==> config.mk <==
export PLATFORM = sky130hd
export DESIGN_NAME = sdm_mod
export DESIGN_NICKNAME = d
export VERILOG_FILES = /design/src/rtl/sdm_pkg.sv /design/src/rtl/sdm_integ.sv /design/src/rtl/sdm_runguard.sv /design/src/rtl/sdm_mod.sv
export SDC_FILE = /design/constraint.sdc
export NUM_CORES = 1
export LEC_CHECK = 0
export ABC_AREA = 1
export BUFFER_PORTS_ARGS = -buffer_cell sky130_fd_sc_hd__buf_2
export CAP_MARGIN = 20
export CORE_MARGIN = 2
export CORE_UTILIZATION = 42
export DETAILED_ROUTE_END_ITERATION = 12
export PLACE_DENSITY = 0.69
export SLEW_MARGIN = 20
export SYNTH_ARGS = -nofsm -noshare
export SYNTH_HDL_FRONTEND = slang
export SYNTH_SLANG_ARGS = --single-unit
==> constraint.sdc <==
create_clock -name clk -period 7.5 [get_ports clk]
set_clock_uncertainty 0.15 [all_clocks]
set_input_delay 0.375 -clock clk [delete_from_list [all_inputs] [get_ports clk]]
set_output_delay 0.375 -clock clk [all_outputs]
set_load 0.1 [all_outputs]
==> src/rtl/sdm_pkg.sv <==
package sdm_pkg;

    localparam int SDM_IN_W    = 16;
    localparam int SDM_ACC_W   = 20;
    localparam int SDM_RUN_W   = 8;
    localparam int SDM_STAGES  = 2;
    localparam int SDM_LIM_W   = SDM_ACC_W - 1;
    localparam int SDM_WIDE_W  = SDM_ACC_W + 2;
    localparam int SDM_FS      = 2 ** (SDM_IN_W - 1);

    typedef enum logic {
        ORDER_ONE = 1'b0,
        ORDER_TWO = 1'b1
    } order_e;

    typedef logic signed [SDM_ACC_W-1:0]  acc_t;
    typedef logic signed [SDM_WIDE_W-1:0] wide_t;
    typedef logic        [SDM_LIM_W-1:0]  lim_t;

    // saturate a widened sum to +/- lim
    function automatic acc_t clip(input wide_t v, input lim_t lim);
        wide_t hi;
        wide_t lo;
        acc_t  r;
        hi = $signed({3'b000, lim});
        lo = -hi;
        if (v > hi)
            r = hi[SDM_ACC_W-1:0];
        else if (v < lo)
            r = lo[SDM_ACC_W-1:0];
        else
            r = v[SDM_ACC_W-1:0];
        return r;
    endfunction

    function automatic wide_t widen(input acc_t a);
        return {{(SDM_WIDE_W-SDM_ACC_W){a[SDM_ACC_W-1]}}, a};
    endfunction

endpackage

==> src/rtl/sdm_integ.sv <==
module sdm_integ
    import sdm_pkg::*;
#(
    parameter int FS_VAL = SDM_FS
) (
    input  logic clk,
    input  logic rst,
    input  logic ce,
    input  logic clr,
    input  acc_t addend,
    input  logic fb_pos,
    input  lim_t lim,
    output acc_t acc_q
);

    localparam wide_t FS_W = wide_t'(FS_VAL);

    wide_t sum;

    always_comb begin
        sum = widen(acc_q) + widen(addend) + (fb_pos ? -FS_W : FS_W);
    end

    always_ff @(posedge clk) begin
        if (rst)
            acc_q <= '0;
        else if (ce)
            acc_q <= clr ? '0 : clip(sum, lim);
    end


    clamp_range_chk: assert property (@(posedge clk) disable iff (rst)
        $past(ce) |-> (acc_q <= $signed({1'b0, $past(lim)}) &&
                       acc_q >= -$signed({1'b0, $past(lim)})));


    acc_hold_chk: assert property (@(posedge clk) disable iff (rst)
        !ce |=> $stable(acc_q));

endmodule

==> src/rtl/sdm_runguard.sv <==
module sdm_runguard
    import sdm_pkg::*;
#(
    parameter int RUN_W = SDM_RUN_W
) (
    input  logic             clk,
    input  logic             rst,
    input  logic             ce,
    input  logic             bit_i,
    input  logic [RUN_W-1:0] lim,
    output logic             trip
);

    logic             last_q;
    logic [RUN_W-1:0] run_q;
    logic [RUN_W:0]   len;

    always_comb begin
        if (run_q != '0 && bit_i == last_q)
            len = {1'b0, run_q} + 1'b1;
        else
            len = (RUN_W+1)'(1);
        trip = ce && (lim != '0) && (len > {1'b0, lim});
    end

    always_ff @(posedge clk) begin
        if (rst) begin
            last_q <= 1'b0;
            run_q  <= '0;
        end else if (ce) begin
            last_q <= bit_i;
            if (trip)
                run_q <= '0;
            else if (len[RUN_W])
                run_q <= '1;
            else
                run_q <= len[RUN_W-1:0];
        end
    end


    run_bound_chk: assert property (@(posedge clk) disable iff (rst)
        ($past(ce) && $past(lim) != '0) |-> run_q <= $past(lim));


    run_hold_chk: assert property (@(posedge clk) disable iff (rst)
        !ce |=> ($stable(run_q) && $stable(last_q)));

endmodule

==> src/rtl/sdm_mod.sv <==
module sdm_mod
    import sdm_pkg::*;
#(
    parameter int IN_W   = SDM_IN_W,
    parameter int ACC_W  = SDM_ACC_W,
    parameter int RUN_W  = SDM_RUN_W,
    parameter int STAGES = SDM_STAGES
) (
    input  logic                   clk,
    input  logic                   rst,
    input  logic                   ce,
    input  logic                   order_sel,
    input  logic signed [IN_W-1:0] sample_i,
    input  logic [ACC_W-2:0]       clamp_lim,
    input  logic [RUN_W-1:0]       run_lim,
    output logic                   bit_o
);

    localparam int EXT_W = ACC_W - IN_W;

    acc_t   stage_q [STAGES];
    acc_t   stage_in[STAGES];
    logic   stage_clr[STAGES];
    logic   trip;
    order_e mode;
    acc_t   q_src;

    assign mode = order_e'(order_sel);

    // quantizer: pick the last active accumulator
    always_comb begin
        q_src = (mode == ORDER_TWO) ? stage_q[STAGES-1] : stage_q[0];
        bit_o = ~q_src[ACC_W-1];
    end

    generate
        for (genvar k = 0; k < STAGES; k++) begin : g_stage
            if (k == 0) begin : g_head
                assign stage_in[k]  = {{EXT_W{sample_i[IN_W-1]}}, sample_i};
                assign stage_clr[k] = trip;
            end else begin : g_tail
                assign stage_in[k]  = stage_q[k-1];
                assign stage_clr[k] = trip | (mode == ORDER_ONE);
            end
            sdm_integ #(.FS_VAL(2 ** (IN_W - 1))) u_integ (
                .clk    (clk),
                .rst    (rst),
                .ce     (ce),
                .clr    (stage_clr[k]),
                .addend (stage_in[k]),
                .fb_pos (bit_o),
                .lim    (clamp_lim),
                .acc_q  (stage_q[k])
            );
        end
    endgenerate

    sdm_runguard #(.RUN_W(RUN_W)) u_guard (
        .clk   (clk),
        .rst   (rst),
        .ce    (ce),
        .bit_i (bit_o),
        .lim   (run_lim),
        .trip  (trip)
    );


    trip_clear_chk: assert property (@(posedge clk) disable iff (rst)
        $past(trip) |-> (stage_q[0] == '0 && stage_q[STAGES-1] == '0));


    idle_stage_chk: assert property (@(posedge clk) disable iff (rst)
        ($past(ce) && !$past(order_sel)) |-> stage_q[STAGES-1] == '0);


    reset_clear_chk: assert property (@(posedge clk) disable iff (rst)
        $past(rst) |-> (stage_q[0] == '0 && stage_q[STAGES-1] == '0 && bit_o));

endmodule

Word-level counts from Yosys, hierarchy flattened
Index checks and enable logic that the tools add are counted.
{"block": "classes", "addsub": 6, "magnitude_cmp": 5, "eq_ne": 1, "muxes": 11, "n_bitwise": 3, "reduce_logical": 5}
{"op": "$mux W20", "count": 7}
{"op": "$add A22 B22 Y22", "count": 2}
{"op": "$gt A22 B20 Y1", "count": 2}
{"op": "$lt A22 B22 Y1", "count": 2}
{"op": "$mux W22", "count": 1}
{"op": "$neg A19 Y22", "count": 1}
{"op": "$add A20 B16 Y21", "count": 1}
{"op": "$add A20 B20 Y21", "count": 1}
{"op": "$mux W8", "count": 2}
{"op": "$reduce_bool A8 Y1", "count": 2}
{"op": "$add A8 B1 Y9 const B", "count": 1}
{"op": "$gt A9 B8 Y1", "count": 1}
{"op": "$mux W9", "count": 1}
{"op": "$logic_and A1 B1 Y1", "count": 3}
{"op": "$not A1 Y1", "count": 2}
{"op": "$eq A1 B1 Y1", "count": 1}
{"op": "$or A1 B1 Y1", "count": 1}
{"block": "totals", "ff_bits": 49, "inputBits": 47, "output_inout_bits": 1}

Depth between registers and ports, before layout
{"block": "logic_depth", "word_depth": 9, "mapped_depth": 35}

Hierarchy
Synthesis repeated with hierarchy kept, for this count alone.
{"block": "unflattened", "hier_cells": 1370, "hier_area_um2": 8328.0}
{"mod": "sdm_integ at g_stage[1].u_integ", "instances": 1, "cells_each": 611, "area_each_um2": 3677.3, "seq_area_each_um2": 400.4}
{"mod": "sdm_integ at g_stage[0].u_integ", "instances": 1, "cells_each": 602, "area_each_um2": 3668.5, "seq_area_each_um2": 400.4}
{"mod": "sdm_runguard", "instances": 1, "cells_each": 149, "area_each_um2": 952.2, "seq_area_each_um2": 180.2}
{"mod": "sdm_mod", "instances": 1, "cells_each": 8, "area_each_um2": 30.0, "seq_area_each_um2": 0.0}

Least setup slack after synthesis
No wires, ideal clock.
{"block": "synth_path", "kind": "reg-to-reg", "start": "reg g_stage[0].u_integ.acc_q[0]", "end": "reg g_stage[1].u_integ.acc_q[11]", "arrival_ps": 4743, "slack_ps": 2475, "stages_incl_launch_ff": 33, "path_buffers": 2, "synth_period_minus_slack_ps": 5025, "cell_sequence": "dfxtp_1 -> ha_1 -> fa_1 -> nand3_1 -> nand2_1 -> a21oi_1 -> nand3b_1 -> nand2_1 -> a31oi_1 -> xnor2_1 -> inv_1 -> fa_1 -> nand3b_1 -> nand2_1 -> nand2_1 -> a22oi_1 -> clkbuf_1 -> inv_1 -> ha_1 -> nand4_1 -> nor2_1 -> nand3_1 -> nor2_1 -> nand2_1 -> nand3_1 -> nand2_1 -> nand2_1 -> clkbuf_1 -> nand2_1 -> o21ai_0 -> nand2_1 -> nand3_1 -> a21oi_1"}
{"block": "synth_via", "elab_chain_len": 6, "word_cells_on_any_way": 7, "classes_between": "2 x add/sub; 2 x order compare; 3 x mux"}
{"element": "start: declaration", "line_no": "sdm_integ.sv:13", "text": "output acc_t acc_q"}
{"element": "start signal: assignment", "line_no": "sdm_integ.sv:28", "text": "acc_q <= clr ? '0 : clip(sum, lim);"}
{"element": "$add A20 B20 Y21 (*)", "line_no": "sdm_integ.sv:21", "text": "sum = widen(acc_q) + widen(addend) + (fb_pos ? -FS_W : FS_W);"}
{"element": "$add A22 B22 Y22 (*)", "line_no": "sdm_integ.sv:21"}
{"element": "$lt A22 B22 Y1", "line_no": "sdm_pkg.sv:29", "text": "else if (v < lo)"}
{"element": "$mux W20", "line_no": "sdm_pkg.sv:29"}
{"element": "$mux W20 (*)", "line_no": "sdm_pkg.sv:27", "text": "if (v > hi)"}
{"element": "$mux W20 (*)", "line_no": "sdm_integ.sv:28"}
{"element": "end signal: assignment", "line_no": "sdm_integ.sv:28"}
{"element": "end: declaration", "line_no": "sdm_integ.sv:13"}
Every way passes the cells marked *; elsewhere a longest branch is shown, timed or not.
A chain may end at the register's enable or synchronous reset.

Final worst setup path
{"block": "layout_path", "start": "reg g_stage[0].u_integ.acc_q[0]", "end": "reg g_stage[1].u_integ.acc_q[9]"}
Same word-level chain as after synthesis.

==> metrics <==
status finished, final reports clean; crit path max fanout 30; Num Clock Sinks between 40 and 50; Longest Clk Path Bufs 2; CP startpoint kind register; fraction of layout cells with a size suffix above 1 5.99%; postcts setup bufs 0; clock root buffer clkbuf_16; Most Frequent Cell on Critical Path nand2_1; Vias/cell approximately 5.5; top-count cell post-synth nand2_1; Cell Rows 49; WL per Instance 15.7 µm; Placement Setup Slack around 1400 ps; max-slew violations 0; Synth-to-Final Area Change 6.92%; most used flip-flop cell after synthesis dfxtp_1; largest net degree at the start of global routing 50; fin crit period approximately 6100 ps; vias after detailed routing 8152; synth warn 0; EDFF count, synth 0; RD Place Congestion 0.943; Yosys cell types 43; Synth top cells by count nand2_1 (325), inv_1 (142), ha_1 (141); Slowest cell on crit path nand2_1; Period Utilization, post-route 80.9%; htree depth 2; post-layout utilization of the core between 40% and 50%; FMAX 165 MHz; Pre-antenna DRT Iters 5; Setup CP Type register to register; endpoints failing setup 0; CP Buf/Inv Count 3; Setup WS post-layout roughly 1400 ps; MaxCap Viol Count 0; #FFs+latches synth 49; Worst path max stage delay 700 ps; first-pass GRT wire length about 37000 µm; Worst-Skew Late Latency approximately 300 ps; post-cts sizing count 0; global route overflow 0; delay-heaviest family, CP simple AND/OR/NAND/NOR gates; Core Footprint about 18000 µm²; Worst EP required approximately 7500 ps; IO Count 48; worst min path class primary input to register; Global Route Usage Sum about a quarter; sequential share of the synthesized area 12.8%; Post-Route Setup TNS 0 ps; Starting Density between 40 and 50%; Tightest Pin Transition slightly below 1000 ps; CP endpoint kind register; Final #Nets between 1k and 1.5k; CTS Hold Bufs 0; Die ar. 19400 µm²; Post-synth ARST share 0%; share of the synthesized area in the top cell type 22.9%; Mapped Cells between 1k and 1.5k; post-synth top area cell ha_1; # diodes 0; Clock transition at path regs roughly 70 ps; CTS tree done; antenna violations before repair 0; final WL roughly 23000 µm; WP data arrival between 6000 and 7000 ps; Mean Syn Cell Area ~6.3 µm²; Mapped Nets 1418; main area contributors after synthesis ha_1 (23%), nand2_1 (16%), dfxtp_1 (13%); IO Port Bufs 47; Die W roughly 140 µm; DRC 0; final hold vios 0; HPWL Detailed between 15000 and 20000 µm; Rel. slew slack around 34%; Routed Antenna Nets 0; vias in the first global route about 7.4k; Initial DRC Count 628; CTS buffer count 5; Synth Cell Area approximately 7700 µm²; DIE HEIGHT between 100 and 150 µm; fillers ~1.9k; RSZ-0062 raised after global routing no
-- cell families after synthesis --
family,after synthesis,synth area share (%)
xor gates and xnor gates,48,5.47
and+or+nand+nor,573,32.2
AOI/OAI and AO/OA,233,16.3
adders and majority gates,145,24.0
DFF,49,12.8
buffers and inverters,178,9.39
-- layer usage --
| metal | share of wire, % | routed length, µm | track usage [%] | vias up |
|---|---|---|---|---|
| met2 | 44 | 10200 | 37.6 | 293 |
| met5 | 0 | 0 | 0 | - |
| met4 | 0.79 | 185 | 3.83 | 0 |
| met1 | 49 | 11500 | 35.3 | 3664 |
| li1 | - | - | - | 4180 |
| met3 | 6.5 | 1510 | 1.65 | 15 |
-- final cells by class --
cell class | count | area (µm²) | area share [%]
multi-input combinational | 999 | 5990 | 72.8
sequential | 49 | 981 | 11.9
inverter | 145 | 544 | 6.62
tap | 229 | 287 | 3.49
timing repair buffer | 51 | 265 | 3.23
clock buffer | 7 | 153 | 1.86
clock inverter | 1 | 5.00 | 0.0609
-- cells in the final DEF, fill, tap and decap left out, drive strengths merged --
master	instances
nand2	328
inv	145
ha	141
nand3	128
a21oi	127
o21ai	73
nor2	66
buf	51
dfxtp	49
xor2	34
nand4	20
nor3	18
xnor2	14
o21bai	9
a31oi	7
clkbuf	7
nor4	6
a21o	4
nand3b	4
fa	4
a22oi	3
o21a	3
a31o	2
o211ai	2
or2	2
o211a	1
and2	1
o31ai	1
a211oi	1
clkinv	1
-- metrics by stage --
step	hold slack (ps)	cells	area, µm²
after floorplan	299	1226	7690
after global placement	311	1473	8060
after detailed placement	311	1473	8060
after CTS	281	1481	8220
after global routing	289	1481	8220
final	278	1481	8220
-- flip-flops by register name, indices dropped and copies added (netlist names) --
| signal | count |
|---|---|
| g_stage.u_integ.acc_q | 40 |
| u_guard.last_q | 1 |
| u_guard.run_q | 8 |
-- worst paths after layout --
kind,from,endpoint,slack (ps),depth (start not counted)
setup / recovery,g_stage[0].u_integ.acc_q[0]$_SDFFE_PP0P_,g_stage[1].u_integ.acc_q[9]$_SDFFE_PP0P_,1440,31
setup reg to reg,g_stage[0].u_integ.acc_q[0]$_SDFFE_PP0P_,g_stage[1].u_integ.acc_q[9]$_SDFFE_PP0P_,1440,31
hold reg to reg,g_stage[1].u_integ.acc_q[0]$_SDFFE_PP0P_,g_stage[1].u_integ.acc_q[0]$_SDFFE_PP0P_,320,2
hold / removal,ce,u_guard.last_q$_SDFFE_PP0P_,280,2
Power is not shown: default switching activity piles up to over one toggle a cycle in this logic, so the estimate is an artifact.
